===== src/rtl/i2c_tgt_pkg.sv =====
package i2c_tgt_pkg;

   // Protocol phases of the target engine
   typedef enum logic [2:0] {
      ST_IDLE,
      ST_ADDR,
      ST_REG,
      ST_WDATA,
      ST_ACK,
      ST_TX,
      ST_WAIT
   } tgt_state_e;

endpackage


===== src/rtl/i2c_line_sync.sv =====
module i2c_line_sync #(
   parameter int STAGES = 2
) (
   input  logic clk,
   input  logic rst_n,
   input  logic line_i,
   output logic level_o,
   output logic rise_o,
   output logic fall_o
);

   if (STAGES < 1) begin : g_bad_stages
      $error("i2c_line_sync: STAGES must be at least 1");
   end

   logic [STAGES-1:0] chain;
   logic              prev;

   // Bus lines idle high, so every stage resets to 1
   if (STAGES == 1) begin : g_single
      always_ff @(posedge clk or negedge rst_n) begin
         if (!rst_n) chain <= 1'b1;
         else        chain <= line_i;
      end
   end else begin : g_multi
      always_ff @(posedge clk or negedge rst_n) begin
         if (!rst_n) chain <= '1;
         else        chain <= {chain[STAGES-2:0], line_i};
      end
   end

   always_ff @(posedge clk or negedge rst_n) begin
      if (!rst_n) prev <= 1'b1;
      else        prev <= chain[STAGES-1];
   end

   assign level_o = chain[STAGES-1];
   assign rise_o  = chain[STAGES-1] & ~prev;
   assign fall_o  = ~chain[STAGES-1] & prev;

endmodule


===== src/rtl/i2c_reg_file.sv =====
module i2c_reg_file #(
   parameter int AW = 8,
   parameter int DW = 8
) (
   input  logic          clk,
   input  logic          rst_n,
   input  logic          we,
   input  logic [AW-1:0] waddr,
   input  logic [DW-1:0] wdata,
   input  logic [AW-1:0] raddr,
   output logic [DW-1:0] rdata
);

   localparam int DEPTH = 1 << AW;

   if (AW < 1 || AW > 10) begin : g_bad_aw
      $error("i2c_reg_file: AW out of supported range");
   end

   logic [DW-1:0] mem [DEPTH];

   always_ff @(posedge clk or negedge rst_n) begin
      if (!rst_n) begin
         for (int i = 0; i < DEPTH; i++) mem[i] <= '0;
      end else if (we) begin
         mem[waddr] <= wdata;
      end
   end

   assign rdata = mem[raddr];

endmodule


===== src/rtl/i2c_tgt_engine.sv =====
module i2c_tgt_engine
   import i2c_tgt_pkg::*;
#(
   parameter int DW = 8
) (
   input  logic          clk,
   input  logic          rst_n,
   input  logic          scl_rise,
   input  logic          scl_fall,
   input  logic          sda_lvl,
   input  logic          start_evt,
   input  logic          stop_evt,
   input  logic [DW-2:0] dev_addr,
   input  logic [DW-1:0] rdata,
   output logic          wr_en,
   output logic [DW-1:0] wr_data,
   output logic [DW-1:0] ptr,
   output logic          sda_oe
);

   localparam int CW = $clog2(DW + 1);
   localparam logic [CW-1:0] FULL = CW'(DW);

   tgt_state_e    state, after_ack;
   logic [CW-1:0] cnt;
   logic [DW-1:0] rx_sh, tx_sh;
   logic          byte_done;

   assign byte_done = scl_fall && (cnt == FULL);
   assign wr_en     = !start_evt && !stop_evt && (state == ST_WDATA) && byte_done;
   assign wr_data   = rx_sh;

   always_ff @(posedge clk or negedge rst_n) begin
      if (!rst_n) begin
         state     <= ST_IDLE;
         after_ack <= ST_IDLE;
         cnt       <= '0;
         rx_sh     <= '0;
         tx_sh     <= '0;
         ptr       <= '0;
         sda_oe    <= 1'b0;
      end else if (start_evt) begin
         // start and repeated start outrank any bit activity
         state  <= ST_ADDR;
         cnt    <= '0;
         sda_oe <= 1'b0;
      end else if (stop_evt) begin
         state  <= ST_IDLE;
         cnt    <= '0;
         sda_oe <= 1'b0;
      end else begin
         case (state)
            ST_ADDR, ST_REG, ST_WDATA: begin
               if (scl_rise && cnt != FULL) begin
                  rx_sh <= {rx_sh[DW-2:0], sda_lvl};
                  cnt   <= cnt + 1'b1;
               end else if (byte_done) begin
                  cnt <= '0;
                  if (state == ST_ADDR) begin
                     if (rx_sh[DW-1:1] == dev_addr) begin
                        sda_oe    <= 1'b1;
                        state     <= ST_ACK;
                        after_ack <= rx_sh[0] ? ST_TX : ST_REG;
                     end else begin
                        state <= ST_WAIT;
                     end
                  end else begin
                     if (state == ST_REG) ptr <= rx_sh;
                     sda_oe    <= 1'b1;
                     state     <= ST_ACK;
                     after_ack <= ST_WDATA;
                  end
               end
            end
            ST_ACK: begin
               if (scl_fall) begin
                  if (after_ack == ST_TX) begin
                     tx_sh  <= rdata;
                     sda_oe <= ~rdata[DW-1];
                     cnt    <= CW'(1);
                  end else begin
                     sda_oe <= 1'b0;
                  end
                  state <= after_ack;
               end
            end
            ST_TX: begin
               if (scl_fall) begin
                  if (cnt == FULL) begin
                     sda_oe <= 1'b0;
                     state  <= ST_WAIT;
                  end else begin
                     tx_sh  <= {tx_sh[DW-2:0], 1'b0};
                     sda_oe <= ~tx_sh[DW-2];
                     cnt    <= cnt + 1'b1;
                  end
               end
            end
            default: ;
         endcase
      end
   end

endmodule


===== src/rtl/i2c_regbank_target.sv =====
module i2c_regbank_target #(
   parameter int               DATA_W      = 8,
   parameter int               SYNC_STAGES = 2,
   parameter int               PREFIX_W    = 5,
   parameter int               STRAP_W     = 2,
   parameter logic [PREFIX_W-1:0] ADDR_PREFIX = 5'b10010
) (
   input  logic               clk,
   input  logic               rst_n,
   input  logic               scl_i,
   input  logic               sda_i,
   input  logic [STRAP_W-1:0] strap_i,
   output logic               sda_oe_o
);

   if (PREFIX_W + STRAP_W != DATA_W - 1) begin : g_bad_addr
      $error("i2c_regbank_target: prefix plus strap must fill the address");
   end

   logic scl_lvl, scl_rise, scl_fall;
   logic sda_lvl, sda_rise, sda_fall;
   logic start_evt, stop_evt;
   logic wr_en;
   logic [DATA_W-1:0] wr_data, ptr, rdata;
   logic [DATA_W-2:0] dev_addr;

   i2c_line_sync #(.STAGES(SYNC_STAGES)) u_scl (
      .clk(clk), .rst_n(rst_n), .line_i(scl_i),
      .level_o(scl_lvl), .rise_o(scl_rise), .fall_o(scl_fall)
   );

   i2c_line_sync #(.STAGES(SYNC_STAGES)) u_sda (
      .clk(clk), .rst_n(rst_n), .line_i(sda_i),
      .level_o(sda_lvl), .rise_o(sda_rise), .fall_o(sda_fall)
   );

   assign start_evt = scl_lvl & sda_fall;
   assign stop_evt  = scl_lvl & sda_rise;
   assign dev_addr  = {ADDR_PREFIX, strap_i};

   i2c_tgt_engine #(.DW(DATA_W)) u_eng (
      .clk(clk), .rst_n(rst_n),
      .scl_rise(scl_rise), .scl_fall(scl_fall), .sda_lvl(sda_lvl),
      .start_evt(start_evt), .stop_evt(stop_evt),
      .dev_addr(dev_addr), .rdata(rdata),
      .wr_en(wr_en), .wr_data(wr_data), .ptr(ptr), .sda_oe(sda_oe_o)
   );

   i2c_reg_file #(.AW(DATA_W), .DW(DATA_W)) u_regs (
      .clk(clk), .rst_n(rst_n),
      .we(wr_en), .waddr(ptr), .wdata(wr_data),
      .raddr(ptr), .rdata(rdata)
   );

endmodule


===== config.mk =====
export PLATFORM = sky130hd
export DESIGN_NAME = i2c_regbank_target
export DESIGN_NICKNAME = d
export VERILOG_FILES = /design/src/rtl/i2c_tgt_pkg.sv /design/src/rtl/i2c_line_sync.sv /design/src/rtl/i2c_reg_file.sv /design/src/rtl/i2c_tgt_engine.sv /design/src/rtl/i2c_regbank_target.sv
export SDC_FILE = /design/constraint.sdc
export NUM_CORES = 2
export LEC_CHECK = 0
export ABC_AREA = 1
export BUFFER_PORTS_ARGS = -buffer_cell sky130_fd_sc_hd__buf_2
export CORE_ASPECT_RATIO = 1.1
export CORE_MARGIN = 10
export CORE_UTILIZATION = 40
export CTS_CLUSTER_DIAMETER = 60
export DETAILED_ROUTE_END_ITERATION = 7
export GPL_ROUTABILITY_DRIVEN = 1
export PLACE_DENSITY = 0.56
export SYNTH_ARGS = -nofsm -noshare
export SYNTH_HDL_FRONTEND = slang
export SYNTH_SLANG_ARGS = --single-unit

===== constraint.sdc =====
create_clock -name clk -period 3.5 [get_ports clk]
set_input_delay 0.7 -clock clk [delete_from_list [all_inputs] [get_ports clk]]
set_output_delay 0.7 -clock clk [all_outputs]
set_load 0.01 [all_outputs]

==> impl_metrics.prom <==
# TYPE chip_impl_metric gauge
chip_impl_info{name="outcome",value="complete, no violations"} 1
chip_impl_metric{name="post-cts-setup-buffers",unit=""} 0
chip_impl_metric{name="first_pass_iters",unit=""} 6
chip_impl_metric{name="drt_iter0_markers",unit=""} 8605
chip_impl_info{name="worst_path_most_repeated_cell",value="sky130_fd_sc_hd__nand2_1"} 1
chip_impl_metric{name="ys_ff_latch",unit=""} 2088
chip_impl_metric{name="timing.final.crit_period",unit="ns"} 3.47
chip_impl_info{name="ctsRootBufferMaster",value="sky130_fd_sc_hd__clkbuf_16"} 1
chip_impl_metric{name="detailroute.via_count",unit=""} 79200
chip_impl_metric{name="area.growth.synth_to_final",unit="%"} 11.5
chip_impl_metric{name="finalHoldWorstSlack",unit="ns"} 0.332
chip_impl_metric{name="final_core_utilization",unit="%"} 44.9
chip_impl_metric{name="cts.sink_count",unit=""} 2088
chip_impl_metric{name="final_net_count",unit=""} 11300
chip_impl_info{name="path_cells",value="nand2_8, inv_16, buf_12, buf_12, nand2_1, nand4_1, nand2_1, nand2_1, o21ai_0, nand2_1, nor2_1, nor2_1, nor2_1, nand2_1, nand2_1, nand2_1"} 1
chip_impl_metric{name="global_route.usage.total",unit="%"} 24.1
chip_impl_metric{name="post_synth_net_total",unit=""} 11600
chip_impl_metric{name="internal_power",unit="mW"} 39.8
chip_impl_metric{name="period_share",unit="%"} 99.2
chip_impl_metric{name="timing.critical_path.slowest_cell_delay",unit="ns"} 0.60
chip_impl_info{name="crit_slowest_cell",value="sky130_fd_sc_hd__dfrtp_4"} 1
chip_impl_metric{name="switching_share",unit="%"} 32.5
chip_impl_metric{name="skew_pair_late_insertion_delay",unit="ns"} 0.91
chip_impl_metric{name="die_y",unit="um"} 529
chip_impl_metric{name="synth-async-reset-ratio",unit="%"} 100
chip_impl_metric{name="die_width",unit="um"} 483
chip_impl_info{name="grt_setup_unrepaired",value="false"} 1
chip_impl_metric{name="worstMarginPinSlew",unit="ns"} 1.05
chip_impl_info{name="criticalPathCategory",value="reg -> reg"} 1
chip_impl_metric{name="critical_path_arrival",unit="ns"} 4.27
chip_impl_metric{name="fmax",unit="MHz"} 288
chip_impl_metric{name="gp_congestion",unit=""} 0.877
chip_impl_metric{name="finalHoldViolCount",unit=""} 0
chip_impl_metric{name="gate_power_share",unit="%"} 17.5
chip_impl_metric{name="place_inst",unit=""} 14200
chip_impl_metric{name="grt-ovfl-total",unit=""} 0
chip_impl_metric{name="rows",unit=""} 186
chip_impl_metric{name="power.leakage",unit="nW"} 49.4
chip_impl_metric{name="die_area",unit="um^2"} 255000
chip_impl_metric{name="relative_contribution_of_the_clock_network_to_total_power",unit="%"} 41.0
chip_impl_metric{name="grt_start_max_net_pins",unit=""} 127
chip_impl_metric{name="required_time_reported_for_the_critical_path_endpoint",unit="ns"} 4.29
chip_impl_metric{name="vias_in_the_first_global_route",unit=""} 76300
chip_impl_metric{name="seq_power_share",unit="%"} 41.5
chip_impl_metric{name="setup-tns-final",unit="ns"} 0
chip_impl_metric{name="grt_first_pass_wirelength",unit="um"} 481000
chip_impl_info{name="dominantRegCellSynth",value="sky130_fd_sc_hd__dfrtp_1"} 1
chip_impl_metric{name="routed_wire_length_per_instance",unit="um"} 21.3
chip_impl_metric{name="design.core.area",unit="um^2"} 234000
chip_impl_metric{name="synth_cell_type_count",unit=""} 42
chip_impl_metric{name="grt_antenna_before_repair",unit=""} 6
chip_impl_metric{name="p_per_area",unit="nW/um^2"} 562
chip_impl_metric{name="cts_max_level",unit=""} 4
chip_impl_metric{name="path_clk_slew",unit="ns"} 0.06
chip_impl_metric{name="initial_utilization",unit="%"} 40.3
chip_impl_metric{name="io_buffers",unit=""} 6
chip_impl_metric{name="synthesis.area",unit="um^2"} 94200
chip_impl_info{name="clock_tree_from_tritoncts",value="done"} 1
chip_impl_metric{name="layoutNonFillerInstCount",unit=""} 14600
chip_impl_metric{name="postRouteAntennaNets",unit=""} 0
chip_impl_metric{name="cts_buffers",unit=""} 223
chip_impl_metric{name="vdd_drop_max",unit="V"} 0.000631
chip_impl_metric{name="maxSlewViolCount",unit=""} 0
chip_impl_metric{name="finalClockSkew",unit="ns"} 0.0624
chip_impl_metric{name="top_ports",unit=""} 7
chip_impl_metric{name="syn_inst",unit=""} 11600
chip_impl_metric{name="via_per_inst",unit=""} 5.43
chip_impl_metric{name="place.detailed.hpwl",unit="um"} 189000
chip_impl_info{name="setup.worst_path.end_class",value="flip-flop"} 1
chip_impl_metric{name="crit_path_max_fanout",unit=""} 82
chip_impl_metric{name="post_route_cells_drive_above_1_share",unit="%"} 7.59
chip_impl_metric{name="detailed_route_drc_error_count",unit=""} 0
chip_impl_info{name="critical_path.top_delay_family",value="simple AND/OR/NAND/NOR gates"} 1
chip_impl_info{name="hold_path_class",value="in -> async"} 1
chip_impl_metric{name="power.total",unit="mW"} 59.0
chip_impl_metric{name="total_switching_power",unit="mW"} 19.2
chip_impl_metric{name="finalSetupViolCount",unit=""} 0
chip_impl_metric{name="relSlewSlack",unit="%"} 29.8
chip_impl_metric{name="ys_seq_area_share",unit="%"} 55.5
chip_impl_metric{name="clk_path_buf_depth",unit=""} 3
chip_impl_metric{name="postRouteWirelength",unit="um"} 311000
chip_impl_metric{name="drv.max_cap_violation_count",unit=""} 0
chip_impl_metric{name="synth.avg_cell_area",unit="um^2"} 8.12
chip_impl_info{name="setup.worst_path.start_class",value="flip-flop"} 1
chip_impl_metric{name="timing.critical_path.buf_inv",unit=""} 3
chip_impl_metric{name="synth_enable_flop_cells",unit=""} 0
chip_impl_metric{name="ys_warn_count",unit=""} 0
-- layout by cell type, fill, tap and decap left out, types with 5 or more instances in the layout --
cell and count:
sky130_fd_sc_hd__dfstp_2 6, sky130_fd_sc_hd__inv_1 28, sky130_fd_sc_hd__o21ai_0 2015, sky130_fd_sc_hd__inv_16 5
sky130_fd_sc_hd__inv_6 7, sky130_fd_sc_hd__nand2_1 5445, sky130_fd_sc_hd__clkbuf_16 223, sky130_fd_sc_hd__buf_12 96
sky130_fd_sc_hd__buf_2 5, sky130_fd_sc_hd__inv_8 12, sky130_fd_sc_hd__nor2_4 36, sky130_fd_sc_hd__inv_2 10
sky130_fd_sc_hd__a21oi_1 77, sky130_fd_sc_hd__clkbuf_8 66, sky130_fd_sc_hd__buf_4 199, sky130_fd_sc_hd__clkinv_16 6
sky130_fd_sc_hd__nor2_1 249, sky130_fd_sc_hd__dfrtp_1 2080, sky130_fd_sc_hd__nand2_4 102, sky130_fd_sc_hd__a22oi_1 72
sky130_fd_sc_hd__o21ai_1 171, sky130_fd_sc_hd__clkinv_2 39, sky130_fd_sc_hd__nand4_1 266, sky130_fd_sc_hd__bufinv_16 9
sky130_fd_sc_hd__clkbuf_1 52, sky130_fd_sc_hd__nand2_2 31, sky130_fd_sc_hd__nand3_1 133
-- layout make-up --
| class | count | area [um^2] |
|---|---|---|
| repair buffers | 303 | 3470 |
| inverters | 52 | 297 |
| multi-input cells | 8626 | 37600 |
| clock inverters | 71 | 857 |
| fillers | 23000 | 129000 |
| well taps | 3102 | 3880 |
| clock buffers | 341 | 6680 |
| diodes | 4 | 10.0 |
| flip-flops and latches | 2088 | 52300 |
-- cell usage after synthesis, types with 2 or more instances --
cell type,instances,area (um^2)
sky130_fd_sc_hd__a21oi_1,77,385
sky130_fd_sc_hd__a22oi_1,72,541
sky130_fd_sc_hd__buf_1,34,128
sky130_fd_sc_hd__buf_12,8,160
sky130_fd_sc_hd__buf_2,266,1330
sky130_fd_sc_hd__buf_4,12,90.1
sky130_fd_sc_hd__buf_6,76,856
sky130_fd_sc_hd__clkbuf_1,440,1650
sky130_fd_sc_hd__dfrtp_1,2082,52100
sky130_fd_sc_hd__dfstp_2,6,158
sky130_fd_sc_hd__ha_1,2,25.0
sky130_fd_sc_hd__inv_1,37,139
sky130_fd_sc_hd__inv_2,12,45.0
sky130_fd_sc_hd__nand2_1,5445,20400
sky130_fd_sc_hd__nand2_2,31,194
sky130_fd_sc_hd__nand2_4,102,1150
sky130_fd_sc_hd__nand3_1,134,671
sky130_fd_sc_hd__nand4_1,266,1660
sky130_fd_sc_hd__nor2_1,255,957
sky130_fd_sc_hd__nor2_2,9,56.3
sky130_fd_sc_hd__nor2_4,24,270
sky130_fd_sc_hd__nor3_1,4,20.0
sky130_fd_sc_hd__nor3_4,4,65.1
sky130_fd_sc_hd__o21ai_0,2016,10100
sky130_fd_sc_hd__o21ai_1,170,851
sky130_fd_sc_hd__xnor2_1,2,17.5
sky130_fd_sc_hd__xor2_1,2,17.5
-- cells by family (layout without fill, tap and decap cells) --
logic type | Yosys count | in the layout | synth area share [%]
flip-flops | 2088 | 2088 | 55.5
AND/OR/NAND/NOR | 6278 | 6278 | 27.1
XOR/XNOR | 4 | 4 | 0.0372
AO/OA/AOI/OAI | 2342 | 2342 | 12.7
adder cells (fa/ha/maj) | 2 | 2 | 0.0266
buffers and inverters | 889 | 767 | 4.71
other | 0 | 4 | 0
-- registers in the layout, summed over array words and instances, names as in the netlist --
register / count
u_sda.prev: 1
u_scl.chain: 2
u_eng.wr_data: 8
u_regs.mem: 2048
u_eng.tx_sh: 7
u_sda.chain: 2
u_eng.sda_oe: 1
u_eng.state: 3
u_scl.prev: 1
u_eng.ptr: 8
u_eng.after_ack: 3
u_eng.cnt: 4
-- path summary, 6_finish.rpt --
path | from | end | slack [ns] | cells after the start
min in group clk | u_scl.chain[0]$_DFF_PN1_ | u_scl.chain[1]$_DFF_PN1_ | 0.35 | 0
setup reg to reg | u_eng.ptr[0]$_DFFE_PN0P_ | u_eng.tx_sh[4]$_DFFE_PN0P_ | 0.03 | 16
max in group asynchronous | rst_n | u_regs.mem[802]$_DFFE_PN0P_ | 1.89 | 4
setup / recovery | u_eng.ptr[0]$_DFFE_PN0P_ | u_eng.tx_sh[4]$_DFFE_PN0P_ | 0.03 | 16
hold / removal | rst_n | u_regs.mem[1318]$_DFFE_PN0P_ | 0.33 | 2
hold reg to reg | u_scl.chain[0]$_DFF_PN1_ | u_scl.chain[1]$_DFF_PN1_ | 0.35 | 0
-- stage by stage --
| step | area (um^2) | setup WS [ns] |
|---|---|---|
| final | 105000 | 0.0264 |
| after floorplan | 94200 | 1.40 |
| after global placement | 97500 | 0.0266 |
| after detailed placement | 97500 | 0.0660 |
| after CTS | 105000 | 0.0715 |
| after global routing | 105000 | 0.00252 |
-- worst reg2reg max path: stages (launching register included) --
cell and delay [ns]:
sky130_fd_sc_hd__dfrtp_4 0.60, sky130_fd_sc_hd__nand2_8 0.19, sky130_fd_sc_hd__inv_16 0.19, sky130_fd_sc_hd__buf_12 0.30, sky130_fd_sc_hd__buf_12 0.21, sky130_fd_sc_hd__nand2_1 0.07
sky130_fd_sc_hd__nand4_1 0.10, sky130_fd_sc_hd__nand2_1 0.07, sky130_fd_sc_hd__nand2_1 0.05, sky130_fd_sc_hd__o21ai_0 0.48, sky130_fd_sc_hd__nand2_1 0.23, sky130_fd_sc_hd__nor2_1 0.35
sky130_fd_sc_hd__nor2_1 0.11, sky130_fd_sc_hd__nor2_1 0.22, sky130_fd_sc_hd__nand2_1 0.09, sky130_fd_sc_hd__nand2_1 0.06, sky130_fd_sc_hd__nand2_1 0.05
-- power by group through the flow --
stage / Clock, mW / Combinational [mW] / Sequential [mW]
floorplan: 0 / 4.63 / 24.8
global placement: 0 / 10.2 / 25.0
detailed placement: 0 / 10.3 / 25.0
CTS: 24.6 / 10.3 / 24.5
global route: 25.6 / 10.7 / 24.5
finish: 24.2 / 10.3 / 24.5
-- routing by layer --
metal / up-vias / share of wire (%) / routed length [um] / track usage [%]
met5: - / 0.0077 / 24 / 0
met4: 4 / 3.7 / 11600 / 8.76
met2: 2677 / 45 / 141000 / 37.8
met1: 39100 / 44 / 138000 / 33.5
met3: 522 / 6.7 / 20800 / 4.06
li1: 36900 / - / - / -
-- repair_timing --
| action | 4_1_cts | 5_1_grt |
|---|---|---|
| endpoints found under the hold margin | 89 | 0 |
| resized for setup | 0 | 2 |
| endpoints found under the setup margin | 0 | 2 |
| hold buffers | 3 | 0 |
Note: power is estimated with default switching activity, not from simulation.
